## src/rtl/sbus_regs_pkg.sv

```systemverilog
package sbus_regs_pkg;
  localparam int unsigned DATA_W    = 8;
  localparam int unsigned CODE_W    = 5;
  localparam int unsigned HOST_AW   = 2;
  localparam int unsigned VEC_SHIFT = DATA_W - CODE_W;

  typedef enum logic [HOST_AW-1:0] {
    REG_CTRL_SET = 2'd0,
    REG_STATUS   = 2'd1,
    REG_CTRL_CLR = 2'd2,
    REG_SPARE    = 2'd3
  } reg_sel_e;

  // Set-then-clear update: clear wins on a shared bit position
  function automatic logic [DATA_W-1:0] setclr_apply(
      input logic [DATA_W-1:0] cur,
      input logic [DATA_W-1:0] set_m,
      input logic [DATA_W-1:0] clr_m);
    return (cur | set_m) & ~clr_m;
  endfunction

  // Status word: code in the top bits, zero padding below
  function automatic logic [DATA_W-1:0] status_word(input logic [CODE_W-1:0] code);
    return {code, {VEC_SHIFT{1'b0}}};
  endfunction
endpackage

```

## src/rtl/sbus_host_dec.sv

```systemverilog
module sbus_host_dec
  import sbus_regs_pkg::*;
(
  input  logic                host_sel,
  input  logic                host_we,
  input  logic [HOST_AW-1:0]  host_addr,
  input  logic [DATA_W-1:0]   host_wdata,
  input  logic [DATA_W-1:0]   ctrl_q,
  input  logic [CODE_W-1:0]   status_code,
  output logic [DATA_W-1:0]   set_mask,
  output logic [DATA_W-1:0]   clr_mask,
  output logic [DATA_W-1:0]   host_rdata
);
  logic wr_en, rd_en;
  reg_sel_e sel_reg;

  assign wr_en   = host_sel & host_we;
  assign rd_en   = host_sel & ~host_we;
  assign sel_reg = reg_sel_e'(host_addr);

  assign set_mask = (wr_en && sel_reg == REG_CTRL_SET) ? host_wdata : '0;
  assign clr_mask = (wr_en && sel_reg == REG_CTRL_CLR) ? host_wdata : '0;

  always_comb begin
    host_rdata = '0;
    if (rd_en) begin
      unique case (sel_reg)
        REG_CTRL_SET: host_rdata = ctrl_q;
        REG_STATUS:   host_rdata = status_word(status_code);
        REG_CTRL_CLR: host_rdata = '0;
        REG_SPARE:    host_rdata = '0;
        default:      host_rdata = '0;
      endcase
    end
  end
endmodule

```

## src/rtl/sbus_ctl_bank.sv

```systemverilog
module sbus_ctl_bank
  import sbus_regs_pkg::*;
#(
  parameter int unsigned FLAG_BIT = 3
) (
  input  logic              clk,
  input  logic              rst_n,
  input  logic [DATA_W-1:0] set_mask,
  input  logic [DATA_W-1:0] clr_mask,
  input  logic              hw_flag_set,
  output logic [DATA_W-1:0] ctrl_q
);
  logic [DATA_W-1:0] ctrl_d;

  always_comb begin
    ctrl_d = setclr_apply(ctrl_q, set_mask, clr_mask);
    // A latched bus event always leaves the flag raised
    if (hw_flag_set) ctrl_d[FLAG_BIT] = 1'b1;
  end

  always_ff @(posedge clk) begin
    if (!rst_n) ctrl_q <= '0;
    else        ctrl_q <= ctrl_d;
  end
endmodule

```

## src/rtl/sbus_evt_latch.sv

```systemverilog
module sbus_evt_latch
  import sbus_regs_pkg::*;
#(
  parameter logic [CODE_W-1:0] IDLE_CODE = '1
) (
  input  logic              clk,
  input  logic              rst_n,
  input  logic              flag_q,
  input  logic              core_evt,
  input  logic [CODE_W-1:0] core_code,
  output logic              capture,
  output logic              pending,
  output logic [CODE_W-1:0] status_code
);
  logic [CODE_W-1:0] pend_code_q;

  assign capture = ~flag_q & (pending | core_evt);

  always_ff @(posedge clk) begin
    if (!rst_n) begin
      status_code <= IDLE_CODE;
      pending     <= 1'b0;
      pend_code_q <= '0;
    end else begin
      if (capture) status_code <= pending ? pend_code_q : core_code;
      // A strobe that cannot be latched now is parked; newest wins
      if (core_evt && (flag_q || pending)) begin
        pending     <= 1'b1;
        pend_code_q <= core_code;
      end else if (capture) begin
        pending <= 1'b0;
      end
    end
  end
endmodule

```

## src/rtl/sbus_ctlstat_regs.sv

```systemverilog
module sbus_ctlstat_regs
  import sbus_regs_pkg::*;
#(
  parameter int unsigned       FLAG_BIT  = 3,
  parameter logic [CODE_W-1:0] IDLE_CODE = 5'h1F
) (
  input  logic               clk,
  input  logic               rst_n,
  input  logic               host_sel,
  input  logic               host_we,
  input  logic [HOST_AW-1:0] host_addr,
  input  logic [DATA_W-1:0]  host_wdata,
  output logic [DATA_W-1:0]  host_rdata,
  input  logic [CODE_W-1:0]  core_code,
  input  logic               core_evt,
  output logic [DATA_W-1:0]  ctrl_o,
  output logic               irq_o
);
  logic [DATA_W-1:0] ctrl_q, set_mask_w, clr_mask_w;
  logic [CODE_W-1:0] status_code_w;
  logic              capture_w, pending_w;

  sbus_host_dec dec_i (
    .host_sel    (host_sel),
    .host_we     (host_we),
    .host_addr   (host_addr),
    .host_wdata  (host_wdata),
    .ctrl_q      (ctrl_q),
    .status_code (status_code_w),
    .set_mask    (set_mask_w),
    .clr_mask    (clr_mask_w),
    .host_rdata  (host_rdata)
  );

  sbus_ctl_bank #(.FLAG_BIT(FLAG_BIT)) bank_i (
    .clk         (clk),
    .rst_n       (rst_n),
    .set_mask    (set_mask_w),
    .clr_mask    (clr_mask_w),
    .hw_flag_set (capture_w),
    .ctrl_q      (ctrl_q)
  );

  sbus_evt_latch #(.IDLE_CODE(IDLE_CODE)) evt_i (
    .clk         (clk),
    .rst_n       (rst_n),
    .flag_q      (ctrl_q[FLAG_BIT]),
    .core_evt    (core_evt),
    .core_code   (core_code),
    .capture     (capture_w),
    .pending     (pending_w),
    .status_code (status_code_w)
  );

  assign ctrl_o = ctrl_q;
  assign irq_o  = ctrl_q[FLAG_BIT];
endmodule

```

## config.mk

```make
export PLATFORM = sky130hd
export DESIGN_NAME = sbus_ctlstat_regs
export DESIGN_NICKNAME = d
export VERILOG_FILES = /design/src/rtl/sbus_regs_pkg.sv /design/src/rtl/sbus_host_dec.sv /design/src/rtl/sbus_ctl_bank.sv /design/src/rtl/sbus_evt_latch.sv /design/src/rtl/sbus_ctlstat_regs.sv
export SDC_FILE = /design/constraint.sdc
export NUM_CORES = 1
export LEC_CHECK = 0
export BUFFER_PORTS_ARGS = -buffer_cell sky130_fd_sc_hd__buf_2
export CORE_MARGIN = 1.5
export CORE_UTILIZATION = 30
export CTS_CLUSTER_DIAMETER = 80
export DETAILED_ROUTE_END_ITERATION = 10
export HOLD_SLACK_MARGIN = 0.06
export PLACE_DENSITY_LB_ADDON = 0.15
export SETUP_SLACK_MARGIN = 0.15
export SYNTH_ARGS = -nofsm -noshare
export SYNTH_HDL_FRONTEND = slang
export SYNTH_HIERARCHICAL = 1
export SYNTH_SLANG_ARGS = --single-unit
export TNS_END_PERCENT = 30
```

## constraint.sdc

```tcl
create_clock -name clk -period 1.3 [get_ports clk]
set_clock_uncertainty 0.2 [all_clocks]
set_input_delay 0.13 -clock clk [delete_from_list [all_inputs] [get_ports clk]]
set_output_delay 0.13 -clock clk [all_outputs]
set_load 0.02 [all_outputs]
```

==> results of run 1 <==
## worst max-delay path, delay by kind of cell, from the launching register on
| kind | cells | cell delay, ns |
|---|---|---|
| muxes | 1 | 0.17 |
| and+or+nand+nor | 1 | 0.06 |
| buffers and inverters | 1 | 0.13 |
| DFF | 1 | 0.35 |
## state kept, by name (all words and copies together) (netlist names)
| name | count |
|---|---|
| evt_i/pending | 1 |
| evt_i/pend_code_q | 5 |
| evt_i/status_code | 5 |
| bank_i/ctrl_q | 8 |
## worst paths after layout
kind	from	end	slack, ns	cells after the start
max	bank_i/ctrl_q[7]	host_rdata[7]	-0.04	3
min	host_wdata[5]	bank_i/ctrl_q[5]	-0.01	4
max reg2reg	bank_i/ctrl_q[3]	evt_i/status_code[2]	-0.02	5
min reg2reg	evt_i/pend_code_q[2]	evt_i/pend_code_q[2]	0.28	2
## report_power, final
part	internal, uW	total [uW]	switching (uW)
clock	115	311	197
sequential	620	643	23.0
combinational	219	385	166
total	953	1340	386
## timing repair
action,CTS,global route
resized for setup,45,18
buffers inserted,6,3
hold endpoints to repair,19,8
setup endpoints to repair,28,33
pin swaps,4,15
gates cloned,0,0
## cell families (layout without fill, tap and decap cells)
logic type	after synthesis	count (layout)	synth area share [%]
muxes	15	15	16.9
AOI/OAI and AO/OA	10	10	7.26
and+or+nand+nor	67	67	33.1
buffers and inverters	9	71	5.92
DFF	19	19	36.8
## stage by stage
step / power, uW / setup WS, ns / hold slack [ns]
global route: 1420 / -0.107 / -0.00676
detailed placement: 943 / -0.0551 / 0.197
global placement: 937 / -0.0274 / 0.189
finish: 1340 / -0.0399 / -0.0133
floorplan: 840 / 0.0172 / 0.0658
CTS: 1340 / -0.0566 / -0.0250
## layout make-up
class | instances | area, sq um | area share (%)
Inverter | 1 | 3.75 | 0.216
Sequential cell | 19 | 399 | 22.9
Timing Repair Buffer | 66 | 588 | 33.8
Clock inverter | 1 | 5.00 | 0.287
Tap cell | 46 | 57.6 | 3.30
Clock buffer | 3 | 22.5 | 1.29
Multi-Input combinational cell | 92 | 666 | 38.2
## routing by layer
layer  track usage, %  wire length, microns
met1             17.0                  1130
met4             5.47                    18
met3             1.86                   147
met5                0                     0
met2             25.6                  1320
## cells in the final DEF, fill, tap and decap left out, types with 5 or more instances in the layout
master	n
nor2_2	6
dfxtp_1	6
buf_2	20
mux2i_1	8
nand3_1	9
dlygate4sd3_1	7
nor2_1	21
buf_4	13
buf_6	18
o21ai_0	6
nand2_1	11
dlymetal6s4s_1	5
mux2_4	5
dfxtp_2	12
==> run_results.csv, run 1 <==
group,metric,value,unit
sta,finalHoldViolCount,4,
clock_network,cts_tree,"done",
synth,synth_flop_cell,"dfxtp_1",
routing,drt_iter0_drc,32,
synth,synth_fp_nets,140,
cells_and_area,post-route-util,52.6,%
setup_path,end_kind,"output pin",
synth,ys_types,22,
sta,rsz0062_at_grt,"yes",
synth,yosysMostFrequentCell,"nor2_1",
clock_network,clock_tree.root_cell,"clkbuf_4",
sta,fmax,746,MHz
sta,post-route-period-util,103,%
clock_network,clk_latency,0.30,ns
power,peakVddDrop,0.404,mV
sta,timing.final.ws_setup,-0.0399,ns
setup_path,cp_max_fo,2,
synth,avgSynthCellArea,8.62,sq um
clock_network,clk_path_buf_depth,2,
routing,via_per_inst,4.51,
synth,synth-seq-cells,19,
clock_network,cts_hold_buf,12,
setup_path,worstSetupPathType,"flop to output pin",
floorplanning,pin_count,37,
routing,postRouteWirelength,2610,microns
routing,first_pass_iters,4,
floorplanning,die_area,3810,sq um
floorplanning,die_w,61.7,microns
synth,async_reset_ff_share,0,%
sta,whs,-0.0133,ns
synth,synth_top_area_share,36.8,%
grt,overflow,0,
synth,yosysWarnings,6,
grt,first_global_vias,952,
floorplanning,num_rows,21,
cells_and_area,nFillCells,331,
setup_path,critPathSlowestCell,"dfxtp_2",
sta,setup_tns,-0.194,ns
cells_and_area,antenna_cells,0,
placed_design,post_dp_cell_area,1330,sq um
synth,synth-edff-count,0,
cells_and_area,fin_nets,203,
synth,synth_top_cell_by_area,"dfxtp_1",
run_status,failed_checks,"hold timing, setup timing",
placed_design,port_buffers,36,
worst_hold_path,hold_path_class,"input pin to flop",
clock_network,clkSinkCount,19,
sta,slew_violations,0,
cells_and_area,final_cells,228,
routing,vias,1028,
setup_path,worstPathRequired,0.97,ns
floorplanning,start_util,31.3,%
floorplanning,core,3310,sq um
synth,synthTopCellsByArea,"dfxtp_1, nor2_1, mux2i_1",
floorplanning,die_y,61.7,microns
synth,synth_commonest_cells,"nor2_1, dfxtp_1, nand3_1",
flow_run,cap_violations,0,
run_status,status,"finished, violations left",
clock_network,htreeDepth,1,
grt,grt.total_usage,14.2,%
synth,seq_area_frac_synth,36.8,%
routing,ant_nets,0,
synth,synthCells,120,
setup_path,cp-start-kind,"flop",
placed_design,dp.cells,203,
grt,grt_max_degree,25,
routing,routedWlPerCell,11.5,microns
routing,drc,0,
sta,finalSetupViolCount,9,
power,power.density,769,nW/um^2
grt,antenna_found_initial,0,
cells_and_area,area_growth,68.3,%
placed_design,hpwl,1780,microns
clock_network,numCtsBuffers,3,
setup_path,path_cells,"mux2i_1 -> nor2_2 -> buf_6",
placed_design,place_congestion,0.793,
sta,tightestPinTransition,0.401,ns
grt,grt_pass1_wl,4020,microns
power,leakage,0.000785,uW
sta,period_needed,1.34,ns
clock_network,cts.clk_slew.worst_paths,0.12,ns
synth,synth_area,1030,sq um
cells_and_area,postLayoutCellArea,1740,sq um
cells_and_area,drive_gt1_share,53.3,%
setup_path,cp_slowest_stage_delay,0.35,ns
setup_path,critPathArrivalTime,1.01,ns
sta,slew_headroom,73.3,%
(Power assumes the default switching activity.)
==> inputs of run 2 (changes only) <==
--- a/config.mk
+++ b/config.mk
@@ -6,6 +6,7 @@
 export NUM_CORES = 1
 export LEC_CHECK = 0
 export BUFFER_PORTS_ARGS = -buffer_cell sky130_fd_sc_hd__buf_2
+export CORE_ASPECT_RATIO = 1.2
 export CORE_MARGIN = 1.5
 export CORE_UTILIZATION = 30
 export CTS_CLUSTER_DIAMETER = 80
==> run 2 against run 1 <==
Effect of this change: critical path depth increased by 2; critical endpoint is now evt_i/status_code[0]; critical path type is now input pin to flop; sequential share of layout area increased by 1.5 points; final cell count decreased by 8.8%; die area about the same; the flow finishes with violations (setup timing); combinational power decreased by 4%; largest cell class unchanged; largest power group unchanged.
==> run_results.csv, run 2 (same netlist as run 1, synthesis figures left out) <==
group,metric,value,unit
sta,whs,0.0237,ns
setup_path,cp_num_buf_inv,2,
power,power.share.clock,28.9,%
power,p_sw,391,uW
clock_network,numCtsBuffers,3,
setup_path,worstSetupPathType,"input pin to flop",
routing,drc,0,
routing,drt_iter0_drc,21,
grt,overflow,0,
cells_and_area,nFillCells,320,
cells_and_area,largestRegisters,"bank_i/ctrl_q (8), evt_i/pend_code_q (5), evt_i/status_code (5)",
setup_path,path_delay_family,"buffers and inverters",
setup_path,cp.depth,5,
floorplanning,die_area,3810,sq um
setup_path,end_kind,"flop",
cells_and_area,area_growth,56.2,%
sta,finalSetupViolCount,4,
floorplanning,num_rows,23,
worst_hold_path,hold_path_class,"input pin to flop",
clock_network,clk_path_buf_depth,2,
grt,grt.total_usage,14.2,%
placed_design,hpwl,1790,microns
cells_and_area,final-seq-area,395,sq um
cells_and_area,post-route-util,48.8,%
clock_network,clk_latency,0.25,ns
floorplanning,die_y,67.3,microns
grt,first_global_vias,965,
power,p_total,1430,uW
sta,finalHoldViolCount,0,
setup_path,reg2reg_depth,4,
setup_path,path_cells,"buf_2 -> dlygate4sd3_1 -> mux2_4 -> mux2i_1 -> nand2_1",
floorplanning,pin_count,37,
worst_hold_path,worstHoldPathCells,4,
clock_network,htreeDepth,1,
grt,grt_pass1_wl,4170,microns
power,power.share.sequential,45.3,%
routing,ant_nets,0,
run_status,status,"finished, violations left",
setup_path,critPathSlowestCell,"dlygate4sd3_1",
setup_path,cp_max_fo,2,
routing,vias,947,
cells_and_area,top_register,"bank_i/ctrl_q",
cells_and_area,final_cells,208,
floorplanning,die_w,56.6,microns
floorplanning,core,3310,sq um
sta,post-route-period-util,102,%
routing,first_pass_iters,4,
routing,via_per_inst,4.55,
placed_design,place_congestion,0.773,
sta,fmax,755,MHz
power,p_int,1040,uW
placed_design,port_buffers,36,
sta,period_needed,1.32,ns
power,power.density,886,nW/um^2
setup_path,cp_slowest_stage_delay,0.56,ns
routing,routedWlPerCell,11.8,microns
sta,timing.final.ws_setup,-0.0247,ns
sta,slew_violations,0,
power,p_comb_share,25.9,%
setup_path,critPathArrivalTime,1.26,ns
clock_network,clkSinkCount,19,
clock_network,cts.clk_slew.worst_paths,0.07,ns
setup_path,cp-start-kind,"input pin",
clock_network,clock_tree.root_cell,"clkbuf_8",
run_status,failed_checks,"setup timing",
cells_and_area,multiInputGateArea,674,sq um
power,p_sw_share,27.3,%
sta,rsz0062_at_grt,"yes",
floorplanning,start_util,31.3,%
cells_and_area,antenna_cells,0,
cells_and_area,fin_nets,192,
power,peakVddDrop,0.535,mV
sta,tightestPinTransition,0.393,ns
cells_and_area,final_cell_mix,"nor2_1, buf_2, buf_6",
cells_and_area,drive_gt1_share,48.5,%
clock_network,cts_tree,"done",
grt,grt_max_degree,25,
placed_design,dp.cells,194,
grt,antenna_found_initial,0,
power,leakage,0.000696,uW
flow_run,cap_violations,0,
sta,setup_tns,-0.0480,ns
sta,slew_headroom,73.8,%
routing,postRouteWirelength,2450,microns
setup_path,worstPathRequired,1.23,ns
cells_and_area,largest_reg_flops,8,
[run 2: changes by cell type in the layout (fill, tap and decap cells not counted), sizes merged]
cell          before  now
dlymetal6s4s       5    0
dlygate4sd3        7    6
clkbuf             3    4
buf               54   48
[run 2: per-layer routing]
metal  up-vias  routed length, microns  global-route usage (%)
li1        503                       -                       -
met1       419                    1010                    14.6
met2        23                    1290                    26.7
met3         2                     126                    3.26
met4         0                      24                    7.14
met5         -                       0                       0
[run 2: power groups by stage]
stage          Clock (uW)  Combinational (uW)  Sequential, uW
2_1_floorplan           0                 183             657
3_3_place_gp            0                 280             652
3_5_place_dp            0                 282             654
4_1_cts               430                 340             642
5_1_grt               470                 404             652
6_report              413                 370             648
[run 2: worst paths after layout]
kind | start | end | slack [ns]
max | core_code[0] | evt_i/status_code[0] | -0.02
min | host_wdata[7] | bank_i/ctrl_q[7] | 0.02
max reg2reg | evt_i/pending | evt_i/status_code[0] | -0.02
min reg2reg | evt_i/pend_code_q[4] | evt_i/pend_code_q[4] | 0.26
[run 2: per-stage QoR]
step,instance area (sq um),setup WS [ns]
after floorplan,1060,0.0172
after global placement,1310,-0.0515
after detailed placement,1310,-0.0657
after CTS,1530,-0.0299
after global routing,1620,-0.0940
final,1620,-0.0247
[run 2: cell type report]
class | instances | area share (%)
clock inverters | 1 | 0.310
well taps | 37 | 2.86
clock buffers | 3 | 2.55
flip-flops and latches | 19 | 24.5
multi-input cells | 92 | 41.7
repair buffers | 55 | 27.9
inverters | 1 | 0.232
[run 2: worst register-to-register path, cell delays in order, from the launching register on]
cell,delay (ns)
dfxtp_2,0.36
buf_8,0.14
mux2_4,0.30
mux2i_1,0.13
nand2_1,0.07
[run 2: repair_timing]
| action | in CTS | in global routing |
|---|---|---|
| setup endpoints to repair | 22 | 23 |
| endpoints found under the hold margin | 16 | 3 |
| hold buffers | 6 | 1 |
| cloned | 0 | 0 |
| pin swaps | 12 | 6 |
| buffers inserted | 2 | 1 |
| resized for setup | 36 | 20 |
==> inputs of run 3 (changes only) <==
--- a/config.mk
+++ b/config.mk
@@ -13,7 +13,7 @@
 export DETAILED_ROUTE_END_ITERATION = 10
 export HOLD_SLACK_MARGIN = 0.06
 export PLACE_DENSITY_LB_ADDON = 0.15
-export SETUP_SLACK_MARGIN = 0.15
+export SETUP_SLACK_MARGIN = 0.3
 export SYNTH_ARGS = -nofsm -noshare
 export SYNTH_HDL_FRONTEND = slang
 export SYNTH_HIERARCHICAL = 1
==> run 3 against run 2 <==
Effect of this change: register-to-register slack is essentially flat; power shrank 0.51%; sequential power is essentially flat; the run ends with hold timing, setup timing left; wire length grew 0.94%; critical path depth is the same; critical endpoint is now evt_i/status_code[1]; largest cell class unchanged; worst hold slack lost 0.087 ns; first-iteration DRC count grew 100%.
==> run_results.csv, run 3 (same netlist as run 1, synthesis figures left out) <==
group,metric,value,unit
sta,finalSetupViolCount,4,
sta,post-route-period-util,102,%
floorplanning,core,3310,sq um
worst_hold_path,hold_path_class,"input pin to flop",
sta,period_needed,1.33,ns
run_status,failed_checks,"hold timing, setup timing",
run_status,status,"finished, violations left",
setup_path,worstSetupPathType,"flop to flop",
placed_design,port_buffers,36,
routing,drt_iter0_drc,43,
routing,drc,0,
sta,finalHoldViolCount,3,
floorplanning,num_rows,23,
sta,rsz0062_at_grt,"yes",
grt,grt.total_usage,14.2,%
placed_design,place_congestion,0.741,
placed_design,dp.cells,193,
sta,fmax,753,MHz
power,peakVddDrop,0.523,mV
cells_and_area,largest_reg_flops,8,
routing,via_per_inst,4.75,
sta,slew_violations,0,
routing,first_pass_iters,4,
cells_and_area,final_cell_mix,"nor2_1, buf_6, buf_2",
placed_design,hpwl,1770,microns
power,leakage,0.000691,uW
clock_network,clk_latency,0.25,ns
placed_design,preCtsSetupSlack,-0.0590,ns
sta,whs,-0.0636,ns
floorplanning,pin_count,37,
cells_and_area,multiInputGateArea,678,sq um
grt,grt_max_degree,25,
clock_network,cts.clk_slew.worst_paths,0.07,ns
cells_and_area,largestRegisters,"bank_i/ctrl_q (8), evt_i/pend_code_q (5), evt_i/status_code (5)",
setup_path,cp_slowest_stage_delay,0.33,ns
power,power.density,864,nW/um^2
flow_run,cap_violations,0,
cells_and_area,final_cells,206,
setup_path,worstPathRequired,1.23,ns
cells_and_area,area_growth,59.3,%
setup_path,cp_max_fo,8,
floorplanning,die_w,56.6,microns
setup_path,path_cells,"buf_12 -> o21bai_4 -> buf_12 -> mux2i_2 -> nand2_1",
floorplanning,die_y,67.3,microns
sta,timing.final.ws_setup,-0.0273,ns
grt,overflow,0,
clock_network,cts_tree,"done",
routing,routedWlPerCell,12.0,microns
cells_and_area,final-seq-area,399,sq um
grt,antenna_found_initial,0,
clock_network,htreeDepth,1,
clock_network,clk_path_buf_depth,2,
grt,grt_pass1_wl,4150,microns
clock_network,clkSinkCount,19,
clock_network,numCtsBuffers,3,
cells_and_area,top_register,"bank_i/ctrl_q",
cells_and_area,antenna_cells,0,
clock_network,clock_tree.root_cell,"clkbuf_8",
grt,first_global_vias,926,
routing,postRouteWirelength,2470,microns
sta,tightestPinTransition,0.391,ns
cells_and_area,drive_gt1_share,52.7,%
setup_path,cp-start-kind,"flop",
cells_and_area,nFillCells,332,
clock_network,cts_hold_buf,3,
setup_path,end_kind,"flop",
setup_path,critPathSlowestCell,"dfxtp_2",
setup_path,critPathArrivalTime,1.26,ns
routing,ant_nets,0,
floorplanning,start_util,31.3,%
setup_path,crit_top_cell,"buf_12",
cells_and_area,fin_nets,190,
floorplanning,die_area,3810,sq um
sta,slew_headroom,73.9,%
routing,vias,978,
cells_and_area,final_common_cell,"nor2_1",
## run 3: metal layers
metal  wire, microns  global-route usage (%)
met4              23                    6.25
met5               0                       0
met1            1030                    17.2
met3             103                    2.30
met2            1320                    24.7
## run 3: final timing paths
| check | to | cells after the start | slack, ns | start |
|---|---|---|---|---|
| worst min-delay path | evt_i/pend_code_q[1] | 3 | -0.06 | core_code[1] |
| worst max register to register | evt_i/status_code[1] | 5 | -0.03 | evt_i/pending |
| worst max-delay path | evt_i/status_code[1] | 5 | -0.03 | evt_i/pending |
| worst min register to register | evt_i/status_code[3] | 2 | 0.28 | evt_i/status_code[3] |
## run 3: worst max-delay path, delay by kind of cell (launching register included)
family	cells	cell delay [ns]
flip-flops	1	0.33
buffers and inverters	2	0.27
multiplexers	1	0.21
AO/OA/AOI/OAI	1	0.14
AND/OR/NAND/NOR	1	0.06
## run 3: power by group
part,internal [uW],total [uW],switching (uW)
Clock,213,410,197
Sequential,620,648,28.1
Combinational,205,366,161
## run 3: final cells by class
cell class | instances | share of cell area (%)
Multi-Input combinational cell | 92 | 41.2
Timing Repair Buffer | 53 | 28.8
Sequential cell | 19 | 24.2
Tap cell | 37 | 2.81
Clock buffer | 3 | 2.51
Clock inverter | 1 | 0.304
Inverter | 1 | 0.228
## run 3: stage by stage
| step | hold slack (ns) | total power (uW) | setup TNS (ns) | utilization [%] | cell area, sq um |
|---|---|---|---|---|---|
| 3_5_place_dp | 0.200 | 943 | -0.324 | 39.7 | 1320 |
| 2_1_floorplan | 0.0658 | 842 | 0 | - | 1070 |
| 4_1_cts | -0.0765 | 1430 | -0.0724 | 48.7 | 1610 |
| 5_1_grt | -0.0473 | 1530 | -0.506 | 49.8 | 1650 |
| 3_3_place_gp | 0.190 | 936 | -0.246 | 39.7 | 1320 |
| 6_report | -0.0636 | 1420 | -0.0469 | 49.8 | 1650 |
## run 3: repair_timing
| item | CTS | global route |
|---|---|---|
| buffers inserted | 6 | 0 |
| setup endpoints to repair | 28 | 36 |
| resized for setup | 57 | 8 |
| endpoints found under the hold margin | 18 | 9 |
| pin swaps | 9 | 7 |
